### config.mk
export PLATFORM = sky130hd
export DESIGN_NAME = phased_2r1w_mem
export DESIGN_NICKNAME = d
export VERILOG_FILES = /design/src/rtl/phased_mem_pkg.sv /design/src/rtl/phase_sequencer.sv /design/src/rtl/write_stager.sv /design/src/rtl/shared_array.sv /design/src/rtl/phased_2r1w_mem.sv
export SDC_FILE = /design/constraint.sdc
export NUM_CORES = 1
export LEC_CHECK = 0
export BUFFER_PORTS_ARGS = -buffer_cell sky130_fd_sc_hd__buf_2
export CAP_MARGIN = 25
export CORE_MARGIN = 1.5
export CORE_UTILIZATION = 56
export DETAILED_ROUTE_END_ITERATION = 10
export GPL_TIMING_DRIVEN = 1
export PLACE_DENSITY = 0.76
export SLEW_MARGIN = 5
export SYNTH_ARGS = -nofsm -noshare
export SYNTH_HDL_FRONTEND = slang
export SYNTH_SLANG_ARGS = --single-unit
### constraint.sdc
create_clock -name clk -period 2.7 [get_ports clk]
set_input_delay 0.54 -clock clk [delete_from_list [all_inputs] [get_ports clk]]
set_output_delay 0.54 -clock clk [all_outputs]
set_load 0.05 [all_outputs]
### src/rtl/phased_mem_pkg.sv
package phased_mem_pkg;

    typedef enum logic {
        PH_READ  = 1'b0,
        PH_WRITE = 1'b1
    } phase_e;

    function automatic phase_e phase_advance(input phase_e cur);
        return (cur == PH_READ) ? PH_WRITE : PH_READ;
    endfunction

    function automatic logic is_read_phase(input phase_e cur);
        return cur == PH_READ;
    endfunction

endpackage

### src/rtl/phase_sequencer.sv
module phase_sequencer
    import phased_mem_pkg::*;
(
    input  logic   clk,
    input  logic   rst,
    output phase_e phase
);

    always_ff @(posedge clk) begin
        if (rst) phase <= PH_READ;
        else     phase <= phase_advance(phase);
    end

    AST_PHASE_TO_WRITE: assert property (@(posedge clk) disable iff (rst)
        phase == PH_READ |=> phase == PH_WRITE);
    AST_PHASE_TO_READ: assert property (@(posedge clk) disable iff (rst)
        phase == PH_WRITE |=> phase == PH_READ);

endmodule

### src/rtl/write_stager.sv
module write_stager
    import phased_mem_pkg::*;
#(
    parameter int unsigned AW = 4,
    parameter int unsigned DW = 16
) (
    input  logic          clk,
    input  logic          rst,
    input  phase_e        phase,
    input  logic [AW-1:0] in_addr,
    input  logic [DW-1:0] in_data,
    input  logic          in_en,
    output logic [AW-1:0] stg_addr,
    output logic [DW-1:0] stg_data,
    output logic          stg_en
);

    logic capture;
    assign capture = is_read_phase(phase);

    always_ff @(posedge clk) begin
        if (rst) begin
            stg_addr <= '0;
            stg_data <= '0;
            stg_en   <= 1'b0;
        end else if (capture) begin
            stg_addr <= in_addr;
            stg_data <= in_data;
            stg_en   <= in_en;
        end
    end

    AST_STAGE_HELD: assert property (@(posedge clk) disable iff (rst)
        phase == PH_WRITE |=> ($stable(stg_addr) && $stable(stg_data) && $stable(stg_en)));

endmodule

### src/rtl/shared_array.sv
module shared_array
    import phased_mem_pkg::*;
#(
    parameter int unsigned AW = 4,
    parameter int unsigned DW = 16
) (
    input  logic          clk,
    input  logic          rst,
    input  phase_e        phase,
    input  logic [AW-1:0] ra_addr,
    input  logic [AW-1:0] rb_addr,
    input  logic [AW-1:0] w_addr,
    input  logic [DW-1:0] w_data,
    input  logic          w_req,
    output logic [DW-1:0] ra_data,
    output logic [DW-1:0] rb_data
);

    localparam int unsigned WORDS = 1 << AW;

    logic [DW-1:0] cells [WORDS];
    logic          rd_strobe;
    logic          wr_strobe;

    assign rd_strobe = is_read_phase(phase);
    assign wr_strobe = w_req && !is_read_phase(phase);

    always_ff @(posedge clk) begin
        if (rst) begin
            ra_data <= '0;
            rb_data <= '0;
        end else if (rd_strobe) begin
            ra_data <= cells[ra_addr];
            rb_data <= cells[rb_addr];
        end
    end

    for (genvar gi = 0; gi < WORDS; gi++) begin : g_cell
        always_ff @(posedge clk) begin
            if (rst)
                cells[gi] <= '0;
            else if (wr_strobe && w_addr == AW'(gi))
                cells[gi] <= w_data;
        end

        AST_CELL_UNTOUCHED: assert property (@(posedge clk) disable iff (rst)
            (!w_req || phase == PH_READ || w_addr != AW'(gi)) |=> $stable(cells[gi]));
    end

    AST_RD_HOLD: assert property (@(posedge clk) disable iff (rst)
        phase == PH_WRITE |=> ($stable(ra_data) && $stable(rb_data)));
    AST_SAME_ADDR_MATCH: assert property (@(posedge clk) disable iff (rst)
        (phase == PH_READ && ra_addr == rb_addr) |=> ra_data == rb_data);

endmodule

### src/rtl/phased_2r1w_mem.sv
module phased_2r1w_mem
    import phased_mem_pkg::*;
#(
    parameter int unsigned AW = 4,
    parameter int unsigned DW = 16
) (
    input  logic          clk,
    input  logic          rst,
    input  logic [AW-1:0] rd_addr_a,
    input  logic [AW-1:0] rd_addr_b,
    input  logic [AW-1:0] wr_addr,
    input  logic [DW-1:0] wr_data,
    input  logic          wr_en,
    output logic [DW-1:0] rd_data_a,
    output logic [DW-1:0] rd_data_b,
    output logic          read_phase
);

    phase_e        phase;
    logic [AW-1:0] stg_addr;
    logic [DW-1:0] stg_data;
    logic          stg_en;

    phase_sequencer u_seq (
        .clk   (clk),
        .rst   (rst),
        .phase (phase)
    );

    write_stager #(.AW(AW), .DW(DW)) u_stage (
        .clk      (clk),
        .rst      (rst),
        .phase    (phase),
        .in_addr  (wr_addr),
        .in_data  (wr_data),
        .in_en    (wr_en),
        .stg_addr (stg_addr),
        .stg_data (stg_data),
        .stg_en   (stg_en)
    );

    shared_array #(.AW(AW), .DW(DW)) u_array (
        .clk     (clk),
        .rst     (rst),
        .phase   (phase),
        .ra_addr (rd_addr_a),
        .rb_addr (rd_addr_b),
        .w_addr  (stg_addr),
        .w_data  (stg_data),
        .w_req   (stg_en),
        .ra_data (rd_data_a),
        .rb_data (rd_data_b)
    );

    assign read_phase = is_read_phase(phase);

    AST_RESET_STATE: assert property (@(posedge clk)
        rst |=> (read_phase && rd_data_a == '0 && rd_data_b == '0));

endmodule

==> qor.txt <==
Syn Nets: 1,352
Post-Place Worst Slack: 450 ps
R2R cell count: 2
Setup TNS Final: 0 ps
Fillers: 2,067
DRT antenna net count: 0
Placed cell area: 16,600 um2
# setup viols final: 0
Sequential cell area: 8770 um2
Vias per inst: 6.23
Data required, critical path: 2830 ps
Cts hold-fix bufs: 0
Total grt overflow: 0
Total CTS buffers: 34
Post CTS Setup Buffer Count: 0
Hold Vio Cnt, Final: 0
Placed insts: 1,702
Area leader, netlist: edfxtp_1
DR pass1 iterations: 5
Yosys reg bits: 310
Achievable frequency: 465 MHz
Final Max Slew Viols: 0
Routed WL per cell: 24.5 um
Startpoint Class: register
Sink Count: 310
RSZ-0062 raised after global routing: no
H-Tree Depth: 2
Hold slack: 257 ps
1st-iter DRT viols: 1,122
Seq/Total Area, Yosys: 55.7%
Area contributors post-synth: edfxtp_1 (49%), mux2i_1 (18%), and2_1 (10%)
WHS Path Cells: 3
Shortest period the worst path allows: 2150 ps
Area growth syn-to-layout: 13.3%
Avg Inst Size Synth: 11.9 um2
Crit path capture type: register
Post-synth EDFFs: 256
Main flop type after synthesis: edfxtp_1
Max rail drop VDD: 0.000562 V
Final Net Count: 1,392
Count leader, synth: mux2i_1
Final worst setup slack: 549 ps
Period utilization: 79.7%
Final Skew: 13.5 ps
Total GRT Usage: 30.2%
P per Cell Area: 660 nW/um2
Outcome: complete, no violations
P_leak: 7.28 nW
Longest Clk Path Bufs: 3
Vias in the first global route: 11,100
Mapped Area: 15,700 um2
Worst Path Max Fanout: 16
Final instance area: 17,800 um2
Die area: 29,100 um2
Global-route wire length before repair: 64,400 um
Post-layout util: 64.3%
Core Area: 27,700 um2
Slew @ Worst Pin: 1050 ps
# rows: 61
Max_cap viols: 0
Top-area cell type share of the netlist area: 48.9%
Arr. time, crit path: 2280 ps
Setup Crit Path Kind: register to register
Max-slew headroom: 29.6%
Power Total: 11.8 mW
Ports: 64
Die width: 171 um
Largest net degree at the start of global routing: 42
Clk_lat worst skew: 520 ps
Non-Filler Instances: 1,764
Worst hold path class: input port to register
Starting Density: 56.8%
Total wire length: 43,100 um
Yosys warns: 0
Fraction of layout cells with a size suffix above 1: 15.2%
Port bufs: 63
Netlist cell types: 32
Die Y: 171 um
Cells after Synth: 1,321
Hpwl dp: 26,100 um
Initial antenna violation count: 0
# DRC: 0
Diodes inserted: 0
Resize count post-CTS: 0
Multi-input gate area: 6560 um2
TritonCTS clock tree: done
Commonest cells post-synth: mux2i_1 (276), and2_1 (258), edfxtp_1 (256), nand3_1 (97), a22oi_1 (96)
Vias: 11,000
Final GP Congestion: 0.856
Clk slew on worst S/H paths: 60 ps
FFs w/ async S/R, synth: 0%
Root Driver: clkbuf_16
## per-layer routing
| layer | vias to the layer above | global-route usage (%) | part of all wire, % |
|---|---|---|---|
| met4 | 0 | 14.6 | 4.4 |
| met1 | 5373 | 40.0 | 41 |
| met5 | - | 0 | 0 |
| li1 | 4890 | - | - |
| met2 | 590 | 48.7 | 47 |
| met3 | 130 | 4.74 | 7.9 |
## layout by cell type (no fill, tap or decap), types with 4 or more instances in the layout
cell         n
a21oi_1     33
a22oi_1     96
and2_1     258
buf_12       5
buf_2       61
buf_4       41
buf_8        4
bufinv_16    5
clkbuf_1     6
clkbuf_16   37
clkbuf_8     6
clkinv_2     4
dfxtp_1     53
edfxtp_1   256
mux2i_1    276
nand2_1     66
nand3_1     97
nor2_1      23
nor2_2      13
nor2_4       4
nor2b_2      4
o21ai_1      4
o21ai_2      8
o31ai_4      4
## worst paths after layout
kind | startpoint | endpoint | slack [ps]
worst max-delay path | u_seq.phase | u_array.cells[9][9] | 550
worst min-delay path | wr_data[11] | u_stage.stg_data[11] | 260
worst max register to register | u_seq.phase | u_array.cells[9][9] | 550
worst min register to register | u_array.rb_data[10] | u_array.rb_data[10] | 450
## cell type report
cell class	instances	area share, %
flip-flops and latches	310	49.2
inverters	2	0.0421
clock inverters	12	1.05
clock buffers	49	5.79
repair buffers	113	4.47
multi-input cells	900	36.8
well taps	378	2.65
## sequential cells by signal, summed over array words and instances (netlist names)
signal / flops
u_stage.stg_en: 1
u_array.cells: 256
u_stage.stg_addr: 4
u_array.rb_data: 16
u_seq.phase: 1
u_array.ra_data: 16
u_stage.stg_data: 16
## report_power, final
part	internal (mW)	total (mW)	switching (mW)	leakage (nW)
Clock	3.13	4.99	1.86	0.600
Combinational	0.399	1.19	0.792	3.59
Sequential	5.38	5.58	0.208	3.09
Total	8.91	11.8	2.86	7.28
## worst max-delay path: stages, from the launching register on
cell and delay [ps]:
dfxtp_2 470, nand4b_2 360, o21ai_2 940
## cells by family after synthesis
family                 share of synthesized area, %
muxes                                          17.6
AOI/OAI and AO/OA                              6.20
DFF                                            55.7
buffers and inverters                          3.32
and+or+nand+nor                                17.2
Note: power is estimated with default switching activity, not from simulation.
